===== src/rtl/cfg_port_pkg.sv =====
package cfg_port_pkg;
  localparam int CFG_DW   = 8;
  localparam int CFG_IW   = 8;
  localparam logic [CFG_IW-1:0] HI_BASE = 8'hE0;
  localparam int SLOTS    = (1 << CFG_IW) - int'(HI_BASE);

  // slots below HI_BASE are all read-only zero
  function automatic logic slot_writable(input logic [CFG_IW-1:0] idx);
    logic ok;
    ok = 1'b0;
    case (idx)
      8'hE0, 8'hE1, 8'hE2, 8'hE3, 8'hE6, 8'hE7, 8'hE8,
      8'hEE, 8'hEF, 8'hF0, 8'hF1, 8'hF2, 8'hF4, 8'hF6,
      8'hF8, 8'hFC: ok = 1'b1;
      default:      ok = 1'b0;
    endcase
    return ok;
  endfunction

  function automatic logic slot_locked(input logic [CFG_IW-1:0] idx);
    return (idx == 8'hE7) || (idx == 8'hE8);
  endfunction

  function automatic logic [CFG_DW-1:0] slot_reset(input logic [CFG_IW-1:0] idx);
    logic [CFG_DW-1:0] v;
    case (idx)
      8'hE0:   v = 8'h3C;
      8'hE2:   v = 8'h03;
      8'hE3:   v = 8'hFC;
      8'hE6:   v = 8'hDE;
      8'hE7:   v = 8'hFE;
      8'hE8:   v = 8'hBE;
      default: v = 8'h00;
    endcase
    return v;
  endfunction
endpackage


===== src/rtl/cfg_win_decode.sv =====
module cfg_win_decode #(
  parameter int ADDR_W    = 16,
  parameter logic [ADDR_W-1:0] BASE_ADDR = 16'h03F0,
  parameter int OFF_W     = 8,
  parameter logic [OFF_W-1:0] EN_OFF = 8'h85,
  parameter int EN_BIT    = 1,
  parameter int DW        = 8
) (
  input  logic              clk,
  input  logic              rst_n,
  input  logic              bcfg_we,
  input  logic [OFF_W-1:0]  bcfg_off,
  input  logic [DW-1:0]     bcfg_wdata,
  input  logic [ADDR_W-1:0] io_addr,
  output logic              win_en,
  output logic              hit_idx,
  output logic              hit_dat
);
  localparam logic [ADDR_W-1:0] DAT_ADDR = BASE_ADDR + ADDR_W'(1);

  logic en_q;

  always_ff @(posedge clk) begin
    if (!rst_n)                                en_q <= 1'b0;
    else if (bcfg_we && bcfg_off == EN_OFF)    en_q <= bcfg_wdata[EN_BIT];
  end

  assign win_en  = en_q;
  assign hit_idx = en_q && (io_addr == BASE_ADDR);
  assign hit_dat = en_q && (io_addr == DAT_ADDR);


  en_follow_chk: assert property (@(posedge clk) disable iff (!rst_n)
    (bcfg_we && bcfg_off == EN_OFF) |=> (win_en == $past(bcfg_wdata[EN_BIT])));
endmodule


===== src/rtl/cfg_slot_bank.sv =====
module cfg_slot_bank
  import cfg_port_pkg::*;
(
  input  logic              clk,
  input  logic              rst_n,
  input  logic              wr_stb,
  input  logic [CFG_IW-1:0] wr_idx,
  input  logic [CFG_DW-1:0] wr_data,
  input  logic [CFG_IW-1:0] rd_idx,
  output logic [CFG_DW-1:0] rd_data,
  output logic              refuse
);
  localparam int SLOT_AW = $clog2(SLOTS);

  logic [CFG_DW-1:0] slot_v [SLOTS];
  logic              wr_ok;
  logic [CFG_IW-1:0] rd_off;

  always_comb begin
    wr_ok = slot_writable(wr_idx) &&
            (!slot_locked(wr_idx) || (wr_data == slot_reset(wr_idx)));
  end

  assign refuse = wr_stb && !wr_ok;

  for (genvar i = 0; i < SLOTS; i++) begin : g_slot
    localparam logic [CFG_IW-1:0] IDX = CFG_IW'(int'(HI_BASE) + i);
    if (slot_writable(IDX) && !slot_locked(IDX)) begin : g_rw
      logic [CFG_DW-1:0] q;
      always_ff @(posedge clk) begin
        if (!rst_n)                          q <= slot_reset(IDX);
        else if (wr_stb && wr_idx == IDX)    q <= wr_data;
      end
      assign slot_v[i] = q;
    end else begin : g_ro
      assign slot_v[i] = slot_reset(IDX);
    end
  end

  assign rd_off = rd_idx - HI_BASE;

  always_comb begin
    rd_data = '0;
    if (rd_idx >= HI_BASE) rd_data = slot_v[rd_off[SLOT_AW-1:0]];
  end
endmodule


===== src/rtl/cfg_idx_port.sv =====
module cfg_idx_port
  import cfg_port_pkg::*;
#(
  parameter int ADDR_W = 16,
  parameter logic [ADDR_W-1:0] BASE_ADDR = 16'h03F0,
  parameter int OFF_W  = 8,
  parameter logic [OFF_W-1:0] EN_OFF = 8'h85,
  parameter int EN_BIT = 1
) (
  input  logic              clk,
  input  logic              rst_n,
  input  logic              bcfg_we,
  input  logic [OFF_W-1:0]  bcfg_off,
  input  logic [CFG_DW-1:0] bcfg_wdata,
  input  logic [ADDR_W-1:0] io_addr,
  input  logic              io_wr,
  input  logic              io_rd,
  input  logic [CFG_DW-1:0] io_wdata,
  output logic [CFG_DW-1:0] io_rdata,
  output logic              wr_drop
);
  localparam logic [CFG_DW-1:0] IDLE_BYTE = '1;

  logic              win_en, hit_idx, hit_dat;
  logic [CFG_IW-1:0] idx_q;
  logic [CFG_DW-1:0] bank_rd;
  logic              bank_refuse;
  logic [CFG_DW-1:0] rd_next;

  cfg_win_decode #(
    .ADDR_W(ADDR_W), .BASE_ADDR(BASE_ADDR), .OFF_W(OFF_W),
    .EN_OFF(EN_OFF), .EN_BIT(EN_BIT), .DW(CFG_DW)
  ) u_dec (
    .clk(clk), .rst_n(rst_n), .bcfg_we(bcfg_we), .bcfg_off(bcfg_off),
    .bcfg_wdata(bcfg_wdata), .io_addr(io_addr), .win_en(win_en),
    .hit_idx(hit_idx), .hit_dat(hit_dat)
  );

  cfg_slot_bank u_bank (
    .clk(clk), .rst_n(rst_n), .wr_stb(io_wr && hit_dat), .wr_idx(idx_q),
    .wr_data(io_wdata), .rd_idx(idx_q), .rd_data(bank_rd), .refuse(bank_refuse)
  );

  always_ff @(posedge clk) begin
    if (!rst_n)                 idx_q <= '0;
    else if (io_wr && hit_idx)  idx_q <= io_wdata;
  end

  always_comb begin
    rd_next = IDLE_BYTE;
    if (hit_idx)      rd_next = idx_q;
    else if (hit_dat) rd_next = bank_rd;
  end

  always_ff @(posedge clk) begin
    if (!rst_n) begin
      io_rdata <= IDLE_BYTE;
      wr_drop  <= 1'b0;
    end else begin
      if (io_rd) io_rdata <= rd_next;
      wr_drop <= bank_refuse;
    end
  end


  idx_hold_chk: assert property (@(posedge clk) disable iff (!rst_n)
    !win_en |=> $stable(idx_q));

  off_read_chk: assert property (@(posedge clk) disable iff (!rst_n)
    (io_rd && !win_en) |=> (io_rdata == IDLE_BYTE));

  idx_load_chk: assert property (@(posedge clk) disable iff (!rst_n)
    (io_wr && win_en && io_addr == BASE_ADDR) |=> (idx_q == $past(io_wdata)));

  drop_src_chk: assert property (@(posedge clk) disable iff (!rst_n)
    wr_drop |-> $past(io_wr && win_en && io_addr == BASE_ADDR + ADDR_W'(1)));
endmodule


===== config.mk =====
export PLATFORM = sky130hd
export DESIGN_NAME = cfg_idx_port
export DESIGN_NICKNAME = d
export VERILOG_FILES = /design/src/rtl/cfg_port_pkg.sv /design/src/rtl/cfg_win_decode.sv /design/src/rtl/cfg_slot_bank.sv /design/src/rtl/cfg_idx_port.sv
export SDC_FILE = /design/constraint.sdc
export NUM_CORES = 1
export LEC_CHECK = 0
export BUFFER_PORTS_ARGS = -buffer_cell sky130_fd_sc_hd__buf_4
export CAP_MARGIN = 10
export CORE_MARGIN = 1.5
export CORE_UTILIZATION = 40
export DETAILED_ROUTE_END_ITERATION = 7
export PLACE_DENSITY = 0.66
export SYNTH_ARGS = -nofsm -noshare
export SYNTH_HDL_FRONTEND = slang
export SYNTH_SLANG_ARGS = --single-unit

===== constraint.sdc =====
create_clock -name clk -period 2.9 [get_ports clk]
set_input_delay 0.435 -clock clk [delete_from_list [all_inputs] [get_ports clk]]
set_output_delay 0.435 -clock clk [all_outputs]
set_load 0.05 [all_outputs]

After elaboration in Yosys (flattened, before gate mapping):

Index checks and enable logic that the tools add are counted.

* bits in registers: 130
* input bits: 45
* output and inout bits: 9
* logic and storage cells: 76

* $add $sub $neg: 1
* magnitude comparators: 2
* equal/unequal tests: 20
* multiplexer cells: 8
* bitwise gates (word level): 1
* reduce and logical (&&, ||, !) cells: 26

Operators by type and width (count)
* $eq 8x8->1 const B: 17
* $pmux 8 s6: 1
* $bmux 8 s5: 1
* $mux 8: 5
* $eq 16x10->1 const B: 2
* $logic_and 1x1->1: 21
* $reduce_or 16->1: 1
* $eq 8x8->1: 1
* $ge 8x8->1 const B: 1
* $ge 6x6->1 const B: 1
* $not 5->6: 1
* $sub 5x1->5 const B: 1
* $logic_not 1->1: 2
* $logic_or 1x1->1: 2
* $mux 1: 1

Logic depth before layout (Yosys ltp):

Gate-level depths: netlist (run 1).

* depth in word-level cells: 8
* mapped depth: 9
* mapped depth without buffers: 6

By module:

A second synthesis (run 1) with hierarchy kept.

* cells, all modules: 681
* area total of the unflattened synthesis: 6692.7 um2

Modules (own cells, without submodules)
* cfg_slot_bank: instances 1, cells an instance 585, area an instance 5784.3 um2, seq. area each 2242.2 um2
* cfg_idx_port: instances 1, cells an instance 81, area an instance 787.0 um2, seq. area each 340.3 um2
* cfg_win_decode: instances 1, cells an instance 15, area an instance 121.4 um2, seq. area each 20.0 um2

Worst setup path after synthesis (run 1):

Ideal clock, no wire load.

* path kind: input port to flip-flop
* from: input io_addr[11]
* to: register u_bank.g_slot[15].g_rw.q[7]
* setup time: 0.116 ns
* data arrival time: 2.344 ns
* required time: 2.784 ns
* path slack: 0.440 ns
* stages: 6
* path buffers: 0
* cells stage by stage: or4b_4 -> nor4_4 -> nand3_4 -> nor4_4 -> mux2i_1 -> nor2b_1

* cells in the longest elaborated chain, start to end: 4

RTL lines
* start: declaration: RTL line cfg_idx_port.sv:15 `input logic [ADDR_W-1:0] io_addr,`
* $eq 16x10->1: RTL line cfg_win_decode.sv:30 `assign hit_dat = en_q && (io_addr == DAT_ADDR);`
* $logic_and 1x1->1: RTL line cfg_win_decode.sv:30
* $logic_and 1x1->1: RTL line cfg_idx_port.sv:40 `.clk(clk), .rst_n(rst_n), .wr_stb(io_wr && hit_dat), .wr_idx(idx_q),`
* $logic_and 1x1->1: RTL line cfg_slot_bank.sv:32 `else if (wr_stb && wr_idx == IDX) q <= wr_data;`
* end signal: assignment: RTL line cfg_slot_bank.sv:31 `if (!rst_n) q <= slot_reset(IDX);`
* end signal: assignment: RTL line cfg_slot_bank.sv:32
* end: declaration: RTL line cfg_slot_bank.sv:29 `logic [CFG_DW-1:0] q;`

No other way between the ends.
A chain may end at the register's enable or synchronous reset.

Final worst setup path (run 1):

* from: register idx_q[2]
* to: register io_rdata[7]

* cells in the longest elaborated chain, start to end: 8
* elaborated cells between the ends (all ways): 9
* classes of those cells: add/sub (1); order compare (1); mux (6); bitwise (1)

RTL lines
* start: declaration: RTL line cfg_idx_port.sv:25 `logic [CFG_IW-1:0] idx_q;`
* start signal: assignment: RTL line cfg_idx_port.sv:46 `else if (io_wr && hit_idx) idx_q <= io_wdata;`
* $sub 5x1->5: RTL line cfg_slot_bank.sv:40 `assign rd_off = rd_idx - HI_BASE;`
* $not 5->6 (implied by the code): RTL line cfg_slot_bank.sv:44 `if (rd_idx >= HI_BASE) rd_data = slot_v[rd_off[SLOT_AW-1:0]];`
* $bmux 8 s5: RTL line cfg_slot_bank.sv:44
* $mux 8 (implied by the code) (2 in series): RTL line cfg_slot_bank.sv:44
* $mux 8 (*): RTL line cfg_slot_bank.sv:44
* $mux 8 (*): RTL line cfg_idx_port.sv:52 `else if (hit_dat) rd_next = bank_rd;`
* $mux 8 (*): RTL line cfg_idx_port.sv:51 `if (hit_idx) rd_next = idx_q;`
* end signal: assignment: RTL line cfg_idx_port.sv:60 `if (io_rd) io_rdata <= rd_next;`
* end: declaration: RTL line cfg_idx_port.sv:19 `output logic [CFG_DW-1:0] io_rdata,`

Every way passes the cells marked *; elsewhere a longest branch is shown, timed or not. The select of a mux whose other input is x is not followed.

==> results of run 1 <==
==> per-stage QoR <==
step                total power [uW]  cell area, um^2  util (%)  hold WS, ns  cells
global route                    4343             7772     49.11       0.3059    975
finish                          4227             7772     49.11       0.2895    975
detailed placement              1985             7144     45.14       0.4515    944
CTS                             4250             7772     49.11       0.2762    975
floorplan                       1913             6439         -       0.4348    708
global placement                1981             7144     45.14       0.4456    944
==> worst max-delay path, stage by stage (launching register included) <==
cell and delay (ns):
dfxtp_1 0.84, nor4bb_1 0.62, buf_4 0.23, a32o_1 0.12, a221oi_1 0.07, o221ai_1 0.24, o211ai_1 0.15, nand3_1 0.10
==> final timing paths <==
path / startpoint / endpoint / slack, ns / depth (start not counted)
worst max-delay path: idx_q[2] / io_rdata[7] / 0.47 / 7
worst min-delay path: bcfg_wdata[1] / u_dec.win_en / 0.29 / 3
worst max register to register: idx_q[2] / io_rdata[7] / 0.47 / 7
worst min register to register: u_bank.g_slot[2].g_rw.q[5] / u_bank.g_slot[2].g_rw.q[5] / 0.46 / 2
==> layer usage <==
metal / part of all wire [%] / up-vias / GRT usage (%) / routed length, um
met5: 0 / - / 0 / 0
met4: 3.4 / 0 / 11.24 / 605
met3: 5.8 / 40 / 5.248 / 1040
met2: 46 / 190 / 35.20 / 8218
met1: 45 / 2582 / 28.48 / 7913
li1: - / 2578 / - / -
==> state kept, by name, indices dropped and copies added, names as in the netlist <==
register / flops
idx_q: 8
io_rdata: 8
u_bank.g_slot.g_rw.q: 112
u_dec.win_en: 1
wr_drop: 1
==> report_power, final <==
part	leakage [uW]	total [uW]	internal, uW	switching, uW
Sequential	0.00105	1790	1790	1.46
Clock	0.000302	2280	1500	780
Combinational	0.00141	157	65.0	92.1
==> logic make-up after synthesis <==
logic type / Yosys count
flops: 130
compound gates: 115
simple gates: 292
mux: 104
buf+inv: 67
==> area by class of cell <==
cell class / count / area (um^2) / area share (%)
clock buffer: 22 / 474.2 / 6.101
tap: 216 / 270.3 / 3.477
sequential: 130 / 2604 / 33.50
timing repair buffer: 81 / 670.6 / 8.628
inverter: 6 / 22.52 / 0.2898
multi-input combinational: 511 / 3577 / 46.02
clock inverter: 9 / 153.9 / 1.980
==> synth_stat cells (8+ instances only) <==
cell / instances / area (um^2)
a21boi_0: 16 / 120.1
a21oi_1: 13 / 65.06
a31oi_1: 10 / 62.56
clkbuf_1: 55 / 206.5
dfxtp_1: 130 / 2603
mux2_2: 11 / 123.9
mux2i_1: 85 / 850.8
mux4_2: 8 / 180.2
nand2_1: 99 / 371.6
nand2b_1: 11 / 68.82
nand3_1: 41 / 205.2
nor2_1: 11 / 41.29
nor2b_1: 79 / 494.2
o21ai_0: 38 / 190.2
o221ai_1: 10 / 87.58
==> qor.csv, run 1 <==
metric,value,unit
outcome,"complete, no violations",
drv_cap,0,
path_class,flip-flop to flip-flop,
ios,54,
synth_top_family_by_area,simple AND/OR/NAND/NOR gates,
io_buffers,46,
grt_pass1_vias,5281,
drt_iter0_drc,538,
final_common_cell,dfxtp_1,
period_share,83.89,%
coreArea,15830,um^2
nFillCells,1442,
first_pass_iters,5,
synthesis.nets,753,
final_cell_mix,"dfxtp_1, nand2_1, mux2i_1",
nets,792,
fmax,0.4111,GHz
wl_per_cell,18.23,um
worst_pin_slew,0.7971,ns
hold_class,input port to flip-flop,
finalWeightedCongestion,0.8617,
p_leak,0.002758,uW
ctsLongestPathBuffers,2,
synth_area_per_cell,9.094,um^2
synth_ff_type,dfxtp_1,
rsz0062_at_grt,no,
insertion_delay,0.43,ns
drc,0,
routed_wl,17780,um
syn_inst,708,
tns,0,ns
via_per_inst,5.528,
syn_area,6439,um^2
die_x,129.9,um
synthAdderAreaFrac,0,%
finClkSkew,0.01022,ns
die_area,16870,um^2
cp_max_fo,18,
dr_total_vias,5390,
antenna_found_initial,0,
synth.mux.area_fraction,17.94,%
initial_core_util,40.68,%
fin_ws,0.4673,ns
yosysSeqAreaShare,40.42,%
place_ws,0.1143,ns
cts_tree,built,
cts.clk_slew.worst_paths,0.06,ns
yosysUniqueCellTypes,55,
root_buffer,clkbuf_16,
syn_to_final_growth,20.72,%
grt_pass1_wl,28370,um
cts_resized,0,
vdd_drop_max,0.3911,mV
postCtsSetupBuffers,0,
async_flop_share,0,%
cts_num_sinks,130,
diodes,0,
synth_compound_area_share,11.68,%
setup_violations,0,
rows,46,
synthSimpleGateAreaFrac,25.94,%
synth-xor-area-share,0,%
htree_levels,4,
synth_edf_count,0,
crit_arrival,2.79,ns
drive_gt1_share,19.24,%
p_per_area,543.8,nW/um^2
finalCriticalPeriod,2.433,ns
final_max_slew_viol_count,0,
ys_seq_elements,130,
slew_headroom,46.79,%
postCtsHoldBufs,0,
die_h,129.9,um
synth_warnings,0,
cp.required,3.26,ns
gr-total-overflow,0,
cts_buffers,17,
startpoint_type,flip-flop,
ant_nets,0,
endpoint_kind,flip-flop,
dpl.hpwl,11720,um
track_usage,22.25,%
grt_max_degree,70,
hold_violations,0,
No activity file was read; power rests on OpenSTA's default activity.
==> inputs of run 2 (changes only) <==
--- a/config.mk
+++ b/config.mk
@@ -5,12 +5,13 @@
 export SDC_FILE = /design/constraint.sdc
 export NUM_CORES = 1
 export LEC_CHECK = 0
+export ABC_AREA = 1
 export BUFFER_PORTS_ARGS = -buffer_cell sky130_fd_sc_hd__buf_4
 export CAP_MARGIN = 10
 export CORE_MARGIN = 1.5
 export CORE_UTILIZATION = 40
 export DETAILED_ROUTE_END_ITERATION = 7
-export PLACE_DENSITY = 0.66
+export PLACE_DENSITY = 0.68
 export SYNTH_ARGS = -nofsm -noshare
 export SYNTH_HDL_FRONTEND = slang
 export SYNTH_SLANG_ARGS = --single-unit
==> constraint.sdc (replaced) <==
create_clock -name clk -period 2.1 [get_ports clk]
set_input_delay 0.315 -clock clk [delete_from_list [all_inputs] [get_ports clk]]
set_output_delay 0.315 -clock clk [all_outputs]
set_load 0.05 [all_outputs]
==> qor.csv, run 2 <==
metric,value,unit
outcome,"complete, no violations",
rr_startpoint,idx_q[0],
nFillCells,1529,
regMostFlops,u_bank.g_slot.g_rw.q,
grt_pass1_wl,28750,um
cts.clk_slew.worst_paths,0.06,ns
hold_class,input port to flip-flop,
postCtsSetupBuffers,0,
p_leak,0.003231,uW
drive_gt1_share,21.15,%
root_buffer,clkbuf_16,
final_cell_mix,"nand2_1, inv_1, nor2_1",
synth_edf_count,0,
synth.area.top_cells,"dfxtp_1, nand2_1, inv_1",
slew_headroom,63.03,%
synth_compound_area_share,26.25,%
die_x,130.3,um
grt_pass1_vias,5439,
synth_area_per_cell,7.551,um^2
yosysUniqueCellTypes,36,
hold_depth,3,
cp_max_fo,7,
dpl.hpwl,12200,um
drv_cap,0,
synth.most_common_cell,nand2_1,
die_h,130.3,um
finalWeightedCongestion,0.9298,
gr-total-overflow,0,
cts_buffers,17,
die_area,16970,um^2
yosysSeqAreaShare,40.17,%
max_stage_delay,0.41,ns
syn_area,6479,um^2
grt_max_degree,45,
worst_pin_slew,0.5540,ns
postCtsHoldBufs,0,
p_per_area,726.4,nW/um^2
synth.mux.area_fraction,0,%
slowest_stage,dfxtp_2,
syn_inst,858,
fin_ws,0.1402,ns
synth_top_area_share,40.17,%
dp_cells,1125,
ant_nets,0,
min_to,u_dec.win_en,
reg2reg_depth,11,
period_share,93.33,%
crit_arrival,2.27,ns
diodes,0,
drc,0,
routed_wl,17750,um
synth_largest_area_cell,dfxtp_1,
synthAdderAreaFrac,0,%
antenna_found_initial,0,
finClkSkew,0.008531,ns
htree_levels,4,
fmax,0.5102,GHz
dr_total_vias,5865,
drt_iter0_drc,459,
r2r_setup_slack,0.14,ns
setup_violations,0,
rows,46,
final_max_slew_viol_count,0,
first_pass_iters,5,
final_common_cell,nand2_1,
coreArea,15830,um^2
synth-xor-area-share,0,%
crit_chain,"inv_2, nand2_1, buf_4, buf_4, o21ai_0, o21ai_0, o2111ai_1, nand2_1, nand3_1, nand2_1, nand2_1",
path_buf_inv,3,
synth_warnings,0,
insertion_delay,0.42,ns
cts_tree,built,
ys_seq_elements,130,
startpoint_type,flip-flop,
vdd_drop_max,0.5331,mV
wl_per_cell,15.34,um
cp.required,2.41,ns
place_ws,-0.05980,ns
rsz0062_at_grt,no,
reg2reg_to,io_rdata[3],
ios,54,
cp_top_family,compound AO/OA/AOI/OAI gates,
fin_total_pwr,5717,uW
synth_ff_type,dfxtp_1,
syn_to_final_growth,21.49,%
ctsLongestPathBuffers,2,
synth_top_family_by_area,compound AO/OA/AOI/OAI gates,
stdcell_count,1157,
track_usage,22.28,%
via_per_inst,5.069,
cpMostUsedCell,nand2_1,
initial_core_util,40.93,%
synthesis.nets,903,
async_flop_share,0,%
synthTopCellsByCount,"nand2_1, inv_1, nor2_1",
largest_register_ffs,112,
endpoint_kind,flip-flop,
cts_num_sinks,130,
path_class,flip-flop to flip-flop,
hold_violations,0,
min_from,bcfg_wdata[1],
finalCriticalPeriod,1.960,ns
largestRegisters,"u_bank.g_slot.g_rw.q: 112 flops, idx_q: 8 flops, io_rdata: 8 flops",
io_buffers,46,
synthSimpleGateAreaFrac,21.69,%
nets,973,
[run 2: report_power, final]
| group | internal (uW) | switching (uW) | total [uW] | leakage [uW] |
|---|---|---|---|---|
| Sequential | 2470 | 4.01 | 2480 | 0.00105 |
| Clock | 1900 | 1080 | 2990 | 0.000296 |
| Combinational | 79.9 | 173 | 253 | 0.00189 |
[run 2: layout make-up]
class                      count  area, um^2  area share (%)
clock buffer                  24       501.7           6.374
clock inverter                 8       100.1           1.272
inverter                     133       501.7           6.374
multi-input combinational    547        3113           39.55
sequential                   130        2604           33.08
tap                          216       270.3           3.433
timing repair buffer          99       780.7           9.919
[run 2: how the worst max path moves through the flow]
stage                            from                          end  slack (ns)  depth (start not counted)
after floorplan            io_addr[3]   u_bank.g_slot[6].g_rw.q[4]        0.35                         11
after global placement     io_addr[3]  u_bank.g_slot[22].g_rw.q[7]        0.06                         11
after detailed placement  io_addr[15]  u_bank.g_slot[22].g_rw.q[6]       -0.06                         10
after CTS                    idx_q[0]                  io_rdata[0]        0.10                         11
after global routing         idx_q[0]                  io_rdata[0]        0.04                         11
final                        idx_q[0]                  io_rdata[3]        0.14                         11
[run 2: metal layers]
layer	vias up	wire (um)	global-route usage, %	share of wire (%)
met5	-	0	0	0
met4	0	316	7.386	1.8
met3	24	963	4.633	5.4
met2	156	7750	34.02	44
met1	2681	8722	31.28	49
li1	3004	-	-	-
[run 2: stage by stage]
step	TNS (ns)	hold slack (ns)	utilization [%]	cell area (um^2)
final	0	0.1354	49.73	7871
after detailed placement	-0.4747	0.4444	45.87	7261
after global placement	0	0.4428	45.87	7261
after floorplan	0	0.4309	-	6479
after CTS	0	0.1214	49.68	7863
after global routing	0	0.1401	49.73	7871
[run 2: what timing repair did]
action / CTS / global route
hold endpoints to repair: 0 / 0
gates resized for setup: 0 / 4
setup endpoints to repair: 0 / 13
[run 2: cells by family (layout without fill, tap and decap cells)]
| kind of cell | count (synthesis) | in the layout |
|---|---|---|
| buffers and inverters | 181 | 264 |
| AND/OR/NAND/NOR | 322 | 322 |
| AO/OA/AOI/OAI | 225 | 225 |
| flip-flops | 130 | 130 |
[run 2: tightest hold or removal path, stage by stage]
cell and delay, ns:
buf_4 0.07, inv_1 0.03, a21oi_1 0.10
